$ cat config.mk
export PLATFORM = sky130hd
export DESIGN_NAME = tdg_pattern_step
export DESIGN_NICKNAME = d
export VERILOG_FILES = /design/src/rtl/tdg_pkg.sv /design/src/rtl/tdg_pattern_step.sv
export SDC_FILE = /design/constraint.sdc
export NUM_CORES = 1
export LEC_CHECK = 0
export ABC_AREA = 1
export ABC_CLOCK_PERIOD_IN_PS = 1100
export BUFFER_PORTS_ARGS = -buffer_cell sky130_fd_sc_hd__buf_2
export CORE_AREA = 10 10 96 98
export DETAILED_ROUTE_END_ITERATION = 8
export DIE_AREA = 0 0 106 108
export PLACE_DENSITY_LB_ADDON = 0.15
export SLEW_MARGIN = 10
export SYNTH_ARGS = -nofsm -noshare
export SYNTH_HDL_FRONTEND = slang
export SYNTH_SLANG_ARGS = --single-unit
$ cat constraint.sdc
create_clock -name vclk -period 1.1
set_input_delay 0.055 -clock vclk [all_inputs]
set_output_delay 0.055 -clock vclk [all_outputs]
set_load 0.05 [all_outputs]
$ cat src/rtl/tdg_pkg.sv
package tdg_pkg;
  typedef enum logic [2:0] {
    PAT_ZERO  = 3'd0,
    PAT_ONE   = 3'd1,
    PAT_WALK1 = 3'd2,
    PAT_WALK0 = 3'd3,
    PAT_RAND  = 3'd4,
    PAT_ALTZO = 3'd5,
    PAT_SEQ   = 3'd6,
    PAT_ALTSD = 3'd7
  } pat_e;

  localparam int SLICE_W = 16;
  localparam int IDX_W   = 3;

  // additive increments for the random family, addressed modulo 8
  function automatic logic [SLICE_W-1:0] rand_incr(input logic [IDX_W-1:0] i);
    case (i)
      3'd0: rand_incr = 16'o134134;
      3'd1: rand_incr = 16'o054206;
      3'd2: rand_incr = 16'o036711;
      3'd3: rand_incr = 16'o103625;
      3'd4: rand_incr = 16'o117253;
      3'd5: rand_incr = 16'o154737;
      3'd6: rand_incr = 16'o041344;
      default: rand_incr = 16'o006712;
    endcase
  endfunction
endpackage

$ cat src/rtl/tdg_pattern_step.sv
module tdg_pattern_step
  import tdg_pkg::*;
#(
  parameter int DATA_W = 36
) (
  input  pat_e              sel_pat,
  input  pat_e              cur_pat,
  input  logic [DATA_W-1:0] word_i,
  input  logic [DATA_W-1:0] seed_in,
  input  logic [DATA_W-1:0] rand_word,
  output logic [DATA_W-1:0] seed_o,
  output logic [DATA_W-1:0] next_o
);
  localparam logic [DATA_W-1:0] ONES = '1;
  localparam logic [DATA_W-1:0] LSB  = DATA_W'(1);

  always_comb begin
    case (sel_pat)
      PAT_ONE:   seed_o = ONES;
      PAT_WALK1: seed_o = LSB;
      PAT_WALK0: seed_o = ~LSB;
      PAT_ALTSD: seed_o = seed_in;
      default:   seed_o = '0;
    endcase
  end

  always_comb begin
    case (cur_pat)
      PAT_WALK1, PAT_WALK0: next_o = {word_i[DATA_W-2:0], word_i[DATA_W-1]};
      PAT_ALTZO, PAT_ALTSD: next_o = ~word_i;
      PAT_SEQ:              next_o = word_i + LSB;
      PAT_RAND:             next_o = rand_word;
      default:              next_o = word_i;
    endcase
  end
endmodule

# After elaboration in Yosys (flattened, before gate mapping)
# Index checks and enable logic that the tools add are counted.
# classes
n_addsub	1
mul	0
div	0
magnitude_cmp	0
eq_ne	10
shift	0
n_mux	2
n_bitwise	1
n_reduce_logical	2
# op_table
op	count
case mux 36 bit (4 select lines)	2
adder 36 x 1 -> 36 bit (second input constant)	1
inverter 36 bit	1
== test 3 bit (second input constant)	5
== test 3 x 2 -> 1 bit (second input constant)	4
OR reduction 2 bit	2
== test 3 x 1 -> 1 bit (second input constant)	1
# word_totals
regBits	0
latch_bits	0
mem_bits_rw	0
rom_bits	0
inputBits	114
output_inout_bits	72
elab_cells	16
n_memories	0

# Depth between registers and ports, before layout
# Gate-level depths: netlist of the first run.
# depth
ltp_word	3
depth_mapped	10
ltp_nobuf	10

# Least setup slack after synthesis of the first run
# OpenSTA, ideal clock, no wires.
# synth_path
path_type	input -> output
start	input cur_pat[2]
end	output next_o[6]
arrival_ps	1782
path_slack_ps	-737
path_stages	8
n_path_buf	2
path_cell_list	buf_4 -> inv_2 -> nor2_2 -> nand2_2 -> inv_2 -> buf_4 -> a21oi_1 -> o21ai_0
# synth_via
elab_chain_len	3
# synth_rtl
item	line	rtl
start, declared	tdg_pattern_step.sv:7	input pat_e cur_pat,
== test 3 bit or == test 3 x 2 -> 1 bit (tied branches)	tdg_pattern_step.sv:28	case (cur_pat)
OR reduction 2 bit	tdg_pattern_step.sv:28	
case mux 36 bit (4 select lines) (*)	tdg_pattern_step.sv:28	
end, declared	tdg_pattern_step.sv:12	output logic [DATA_W-1:0] next_o
# Every way passes the cells marked *; elsewhere a longest branch is shown, timed or not.

# Worst setup path after layout of the first run
# layout_path
start	input word_i[1]
end	output next_o[5]
# layout_via
elab_chain_len	2
# layout_rtl
item	line	rtl
start, declared	tdg_pattern_step.sv:8	input logic [DATA_W-1:0] word_i,
adder 36 x 1 -> 36 bit	tdg_pattern_step.sv:31	PAT_SEQ: next_o = word_i + LSB;
case mux 36 bit (4 select lines)	tdg_pattern_step.sv:28	
# Every way passes these cells.

==> results of run 1 <==
## cell families after synthesis
| kind of cell | after synthesis | share of synthesized area [%] |
|---|---|---|
| compound gates | 113 | 28.7 |
| fa+ha+maj | 1 | 0.496 |
| buf+inv | 79 | 13.1 |
| simple gates | 313 | 57.7 |
## worst max-delay path, delay by kind of cell
family | cells | cell delay [ns]
AO/OA/AOI/OAI | 3 | 0.39
buffers and inverters | 5 | 0.66
AND/OR/NAND/NOR | 3 | 0.28
## report_power, final
part	internal, uW	switching (uW)
Sequential	0	0
Clock	0	0
Combinational	1210	1990
## stage by stage
stage                     utilization, %  total power [uW]
after floorplan                        -              1820
after global placement              65.7              2710
after detailed placement            65.7              2740
after CTS                           73.9              3080
after global routing                78.0              3380
final                               78.0              3200
## worst paths after layout
path	endpoint	slack (ns)	cells after the start
worst max-delay path	next_o[5]	-0.37	11
worst min-delay path	next_o[7]	0.48	4
## cells in the final DEF, fill, tap and decap left out, drive strengths merged, types with 3 or more instances in the layout
master,n
buf,308
nand2,184
nand3,61
nor2,59
o21ai,49
inv,48
a21oi,27
o2111ai,11
a31oi,8
nand4,7
a221oi,7
o211ai,5
o22ai,3
## final cells by class
type / instances / share of cell area [%]
well taps: 102 / 2.20
inverters: 50 / 3.68
repair buffers: 309 / 39.6
multi-input cells: 427 / 54.5
## per-layer routing
metal / global-route usage (%) / up-vias / share of wire, %
met3: 7.32 / 28 / 11
met1: 26.7 / 2176 / 38
met2: 45.4 / 222 / 49
li1: - / 2263 / -
met4: 4.06 / 0 / 2.2
met5: 0 / - / 0
## what timing repair did
action	CTS	global route
setup buffers	13	9
resized for setup	151	60
setup endpoints to repair	36	36
pin swaps	38	24
==> summary.md, run 1 <==
| Metric | Value |
|---|---|
| WL/cell | 17.1 um |
| Hold Buf Count CTS | 0 |
| Worst vdd ir | 538 uV |
| P_leak | 0.00291 uW |
| Final Cell Area | 5810 um2 |
| Routed WL | 15200 um |
| Syn_area_per_cell | 4.98 um2 |
| DRC viols | 0 |
| Via density | 5.28 |
| First DRT Iteration DRCs | 182 |
| Area fraction of the dominant cell type after synthesis | 25.0% |
| Post-route insts no fill | 888 |
| Seq cells | 0 |
| Synth Instances | 506 |
| Startpoint types | primary input |
| CP max FO | 4 |
| Die width | 106 um |
| Layout area overhead | 130% |
| Fraction of layout cells with a size suffix above 1 | 63.9% |
| Initial Util | 33.9% |
| Final setup fails | 35 |
| Final-report hold violation count | 0 |
| Largest area contributor in the netlist | nand2_1 |
| Failing checks | negative setup slack |
| Placed cells | 866 |
| Count of different cell masters after synthesis | 33 |
| All-Layer GR Usage | 24.2% |
| DP HPWL | 12100 um |
| Final hold slack | 0.482 ns |
| Core area | 7450 um2 |
| Status | finished with violations |
| FILL cells | 600 |
| RSZ-0062 raised after global routing | yes |
| Setup crit end kind | output port |
| Max Freq | 681 MHz |
| Count of final max-slew check failures | 0 |
| Gpl congestion | 0.950 |
| Critical path required time | 1.04 ns |
| PwrDens | 551 nW/um2 |
| Crit path DAT | 1.41 ns |
| Die area | 11400 um2 |
| Total grt overflow | 0 |
| Worst-Margin Slew | 0.357 ns |
| Ant. Diodes | 0 |
| Post-synthesis sequential area ratio | 0% |
| Area of the multi-input gates | 3160 um2 |
| Synthesized Nets | 621 |
| Crit path time final | 1.47 ns |
| DP Worst Slack | -0.515 ns |
| Largest net degree at the start of global routing | 23 |
| Fin crit share | 133% |
| Setup TNS | -9.14 ns |
| Yosys warns | 0 |
| Crit path kind | primary input to output port |
| Max-cap violations | 0 |
| First-pass GRT wire length | 23400 um |
| Clock buf count | 0 |
| Vias | 4689 |
| CP max stage cell | a211oi_2 |
| Top Ports | 186 |
| Max stage delay on crit path | 0.21 ns |
| Number of global-route vias before repair | 4837 |
| Top-count cell post-synth | nand2_1 |
| Synth cell count leaders | 168 x nand2_1, 60 x nand3_1, 42 x inv_1 |
| Rel. slew slack | 75.9% |
| Critical-path cell list | buf_8, buf_6, nand2_8, nor2_4, buf_4, nand2_4, buf_4, a211oi_2, o21ai_2, o21ai_4, buf_6 |
| Min-delay src | rand_word[7] |
| Initial DRT Pass Iterations | 5 |
| Final ANT Viol Nets | 0 |
| Register area | 0 um2 |
| Die Ht | 108 um |
| Area post-placement | 4890 um2 |
| Worst Setup SP | word_i[1] |
| Final WS setup | -0.368 ns |
| Port Buffers | 186 |
| Worst hold path class | primary input to output port |
| Initial antenna violation count | 0 |
| Post-synthesis cell area | 2520 um2 |
| Layout Nets | 903 |
| # rows | 32 |
| Main area contributors after synthesis | nand2_1 25%, nand3_1 12%, inv_1 6.3% |
(Power assumes the default switching activity.)
==> run 2, diff against run 1 <==
--- a/config.mk
+++ b/config.mk
@@ -6,7 +6,7 @@
 export NUM_CORES = 1
 export LEC_CHECK = 0
 export ABC_AREA = 1
-export ABC_CLOCK_PERIOD_IN_PS = 1100
+export ABC_CLOCK_PERIOD_IN_PS = 1200
 export BUFFER_PORTS_ARGS = -buffer_cell sky130_fd_sc_hd__buf_2
 export CORE_AREA = 10 10 96 98
 export DETAILED_ROUTE_END_ITERATION = 8
==> constraint.sdc (replaced) <==
create_clock -name vclk -period 1.2
set_input_delay 0.06 -clock vclk [all_inputs]
set_output_delay 0.06 -clock vclk [all_outputs]
set_load 0.05 [all_outputs]
==> summary.md, run 2 (synthesized netlist as in run 1, its figures left out) <==
| Metric | Value |
|---|---|
| Final WS setup | -0.323 ns (was -0.368 ns) |
| All-Layer GR Usage | 23.9% (was 24.2%) |
| Via density | 5.47 (was 5.28) |
| Final-report hold violation count | 0 (unchanged) |
| Number of global-route vias before repair | 4741 (was 4837) |
| Fin crit share | 127% |
| DP HPWL | 11900 um (was 12100 um) |
| Final setup fails | 35 (unchanged) |
| Max-cap violations | 0 (unchanged) |
| First DRT Iteration DRCs | 301 (was 182) |
| Layout area overhead | 123% (was 130%) |
| Port Buffers | 186 (unchanged) |
| Placed cells | 862 (was 866) |
| Vias | 4856 (was 4689) |
| Crit path time final | 1.52 ns |
| Setup TNS | -7.03 ns (was -9.14 ns) |
| Setup crit end kind | output port (unchanged) |
| P_leak | 0.00290 uW (was 0.00291 uW) |
| Failing checks | negative setup slack (unchanged) |
| PwrDens | 513 nW/um2 (was 551 nW/um2) |
| Worst-Margin Slew | 0.492 ns (was 0.357 ns) |
| CP max FO | 4 (unchanged) |
| RSZ-0062 raised after global routing | yes (unchanged) |
| Largest net degree at the start of global routing | 36 (was 23) |
| Critical path required time | 1.14 ns (was 1.04 ns) |
| Post-route insts no fill | 887 (was 888) |
| Register area | 0 um2 (unchanged) |
| Crit path kind | primary input to output port (unchanged) |
| Die Ht | 108 um (unchanged) |
| Max Freq | 657 MHz |
| Worst hold path class | primary input to output port (unchanged) |
| Commonest non-fill, non-tap cell in the layout | nand2_1 (was buf_2) |
| Routed WL | 16200 um (was 15200 um) |
| Core area | 7450 um2 (unchanged) |
| Rel. slew slack | 66.9% (was 75.9%) |
| End of the worst hold path | next_o[8] (was next_o[7]) |
| Initial antenna violation count | 1 (was 0) |
| Gpl congestion | 0.914 (was 0.950) |
| Total grt overflow | 0 (unchanged) |
| Initial Util | 33.9% (unchanged) |
| DRC viols | 0 (unchanged) |
| Die area | 11400 um2 (unchanged) |
| Hold path cells | 4 (unchanged) |
| Final ANT Viol Nets | 0 (unchanged) |
| First-pass GRT wire length | 23100 um (was 23400 um) |
| Clock buf count | 0 (unchanged) |
| Min-delay src | rand_word[8] (was rand_word[7]) |
| # rows | 32 (unchanged) |
| FILL cells | 583 (was 600) |
| Count of final max-slew check failures | 0 (unchanged) |
| Layout Nets | 901 (was 903) |
| Commonest cells after routing, fill and taps aside | 148 x nand2_1, 142 x buf_2, 95 x buf_4, 48 x buf_6, 47 x nand3_1 (was 143 x buf_2, 105 x nand2_1, 102 x buf_4, 51 x nand2_2, 48 x nand3_1) |
| Seq cells | 0 (unchanged) |
| Fraction of layout cells with a size suffix above 1 | 57.3% (was 63.9%) |
| Die width | 106 um (unchanged) |
| Worst vdd ir | 463 uV (was 538 uV) |
| Status | finished with violations (unchanged) |
| Crit path DAT | 1.46 ns (was 1.41 ns) |
| Startpoint types | primary input (unchanged) |
| Top Ports | 186 (unchanged) |
| WL/cell | 18.2 um (was 17.1 um) |
| Initial DRT Pass Iterations | 5 (unchanged) |
==> run 2: timing repair <==
item,in CTS,in global routing
buffers inserted,14,11
resized for setup,173,54
endpoints found under the setup margin,36,36
hold buffers,0,0
pin swaps,39,40
gates cloned,2,0
==> run 2: layout make-up <==
type                            count  area, um2  area share (%)
Timing Repair Buffer              307       2350            41.8
Antenna cell                        1       2.50          0.0445
Inverter                           50        213            3.79
Multi-Input combinational cell    427       2930            52.1
Tap cell                          102        128            2.27
==> run 2: power by group <==
group          switching, uW  internal, uW
registers                  0             0
clock network              0      0.000112
logic                   1790          1090
total                   1790          1090
==> run 2: stage by stage <==
step	power, uW	utilization (%)	area, um2	hold slack (ns)	worst slack (ns)
final	2880	75.5	5620	0.494	-0.323
after detailed placement	2370	61.3	4560	0.519	-0.399
after CTS	2750	71.4	5320	0.482	-0.233
after global placement	2350	61.3	4560	0.505	-0.370
after floorplan	1550	-	2890	0.338	-0.112
after global routing	3020	75.5	5620	0.511	-0.360
==> run 2: worst max-delay path by stage <==
stage,to,cells after the start,start,slack [ns]
final,next_o[30],11,word_i[1],-0.32
after global routing,next_o[30],11,word_i[1],-0.36
after CTS,next_o[28],12,word_i[1],-0.23
after detailed placement,next_o[25],10,word_i[1],-0.40
after global placement,next_o[18],10,word_i[0],-0.37
after floorplan,next_o[18],8,word_i[0],-0.11
==> run 2: critical path: stages <==
cell and delay (ns):
buf_8 0.08, ha_4 0.15, nand2_4 0.06, nor2_4 0.21
nand2_2 0.13, nor2_4 0.20, buf_4 0.14, nand3_1 0.09
nand3_2 0.12, a21oi_4 0.07, buf_8 0.15
==> run 2: per-layer routing <==
metal | global-route usage [%] | vias to the layer above | part of all wire (%)
met3 | 6.19 | 82 | 9.7
met1 | 26.3 | 2205 | 36
li1 | - | 2267 | -
met4 | 5.03 | 0 | 4.5
met5 | 0 | - | 0
met2 | 45.0 | 302 | 49
==> run 3, diff against run 2 <==
--- a/config.mk
+++ b/config.mk
@@ -8,9 +8,9 @@
 export ABC_AREA = 1
 export ABC_CLOCK_PERIOD_IN_PS = 1200
 export BUFFER_PORTS_ARGS = -buffer_cell sky130_fd_sc_hd__buf_2
-export CORE_AREA = 10 10 96 98
+export CORE_AREA = 10 10 110 87
 export DETAILED_ROUTE_END_ITERATION = 8
-export DIE_AREA = 0 0 106 108
+export DIE_AREA = 0 0 120 97
 export PLACE_DENSITY_LB_ADDON = 0.15
 export SLEW_MARGIN = 10
 export SYNTH_ARGS = -nofsm -noshare
==> summary.md, run 3 (synthesized netlist as in run 1, its figures left out) <==
| Metric | Value |
|---|---|
| Final hold slack | 0.486 ns (was 0.494 ns) |
| Fin crit share | 124% (was 127%) |
| Max Freq | 670 MHz (was 657 MHz) |
| Crit path time final | 1.49 ns (was 1.52 ns) |
| First DRT Iteration DRCs | 307 (was 301) |
| Seq cells | 0 (unchanged) |
| P_leak | 0.00283 uW (was 0.00290 uW) |
| Layout Nets | 896 (was 901) |
| FILL cells | 636 (was 583) |
| Total grt overflow | 0 (unchanged) |
| Initial Util | 34.4% (was 33.9%) |
| Worst hold path class | primary input to output port (unchanged) |
| Routed WL | 15300 um (was 16200 um) |
| Critical path required time | 1.14 ns (about the same) |
| Power Total | 2800 uW (was 2880 uW) |
| Layout area overhead | 116% (was 123%) |
| Port Buffers | 186 (unchanged) |
| Number of global-route vias before repair | 4624 (was 4741) |
| Gpl congestion | 0.967 (was 0.914) |
| Rel. slew slack | 76.8% (was 66.9%) |
| Via density | 5.23 (was 5.47) |
| DP HPWL | 12200 um (was 11900 um) |
| DRC viols | 0 (unchanged) |
| WL/cell | 17.4 um (was 18.2 um) |
| Status | finished with violations (unchanged) |
| Fraction of layout cells with a size suffix above 1 | 57.8% (was 57.3%) |
| Die width | 120 um (was 106 um) |
| Max-cap violations | 0 (unchanged) |
| Final setup fails | 35 (unchanged) |
| CP max FO | 4 (unchanged) |
| Top Ports | 186 (unchanged) |
| Die area | 11600 um2 (was 11400 um2) |
| Largest net degree at the start of global routing | 36 (unchanged) |
| DP Worst Slack | -0.412 ns (was -0.399 ns) |
| PwrDens | 514 nW/um2 (was 513 nW/um2) |
| Final WS setup | -0.292 ns (was -0.323 ns) |
| Final-report hold violation count | 0 (unchanged) |
| Hold Buf Count CTS | 0 (unchanged) |
| Clock buf count | 0 (unchanged) |
| Commonest non-fill, non-tap cell in the layout | nand2_1 (unchanged) |
| Core Util, Final | 74.3% (was 75.5%) |
| Crit path kind | primary input to output port (unchanged) |
| Failing checks | negative setup slack (unchanged) |
| Count of final max-slew check failures | 0 (unchanged) |
| Crit path DAT | 1.43 ns (was 1.46 ns) |
| Die Ht | 97 um (was 108 um) |
| Initial antenna violation count | 0 (was 1) |
| Startpoint types | primary input (unchanged) |
| Commonest cells after routing, fill and taps aside | 146 x nand2_1, 143 x buf_2, 93 x buf_4, 49 x nand3_1, 44 x buf_6 (was 148 x nand2_1, 142 x buf_2, 95 x buf_4, 48 x buf_6, 47 x nand3_1) |
| Vias | 4606 (was 4856) |
| First-pass GRT wire length | 23700 um (was 23100 um) |
| Core area | 7330 um2 (was 7450 um2) |
| Ant. Diodes | 0 (was 1) |
| Final ANT Viol Nets | 0 (unchanged) |
| Worst-Margin Slew | 0.345 ns (was 0.492 ns) |
| Setup TNS | -5.73 ns (was -7.03 ns) |
| # rows | 27 (was 32) |
| Register area | 0 um2 (unchanged) |
| Worst vdd ir | 505 uV (was 463 uV) |
| Setup crit end kind | output port (unchanged) |
| All-Layer GR Usage | 23.9% (about the same) |
| Initial DRT Pass Iterations | 5 (unchanged) |
| RSZ-0062 raised after global routing | yes (unchanged) |
==> run 3: final timing paths <==
path / slack [ns] / start / cells after the start / endpoint
setup / recovery: -0.29 / word_i[1] / 12 / next_o[32]
hold / removal: 0.49 / rand_word[11] / 4 / next_o[11]
==> run 3: layout make-up <==
type                       instances  area (um2)  share of cell area, %
multi-input combinational        428        2830                   52.0
timing repair buffer             301        2280                   41.9
inverter                          50         204                   3.74
tap                              101         126                   2.32
==> run 3: critical path, stage by stage <==
cell     delay [ns]
buf_8          0.08
ha_4           0.15
nand2_4        0.05
nor2_4         0.21
nand2_4        0.11
nor2_8         0.13
buf_12         0.13
nand2_2        0.05
nand2_1        0.07
nand3_2        0.08
a21oi_4        0.14
buf_6          0.17
==> run 3: layer usage <==
| metal | GRT usage, % | vias up | share of wire [%] |
|---|---|---|---|
| li1 | - | 2256 | - |
| met1 | 31.8 | 2136 | 43 |
| met2 | 39.4 | 194 | 48 |
| met3 | 4.58 | 20 | 7.9 |
| met4 | 3.49 | 0 | 1.3 |
| met5 | 0 | - | 0 |
==> run 3: metrics by stage <==
stage | instances | area [um2]
after floorplan | 506 | 2890
after global routing | 880 | 5450
after detailed placement | 859 | 4620
final | 880 | 5450
after global placement | 859 | 4620
after CTS | 874 | 5250
==> run 3: where the power goes <==
part	switching, uW	internal (uW)
combinational	1750	1050
clock	0	0
sequential	0	0
==> run 3: what timing repair did <==
action                                  in CTS  in global routing
setup buffers                               14                  6
endpoints found under the setup margin      36                 36
cloned                                       1                  0
gates resized for setup                    151                 41
pin swaps                                   36                 19
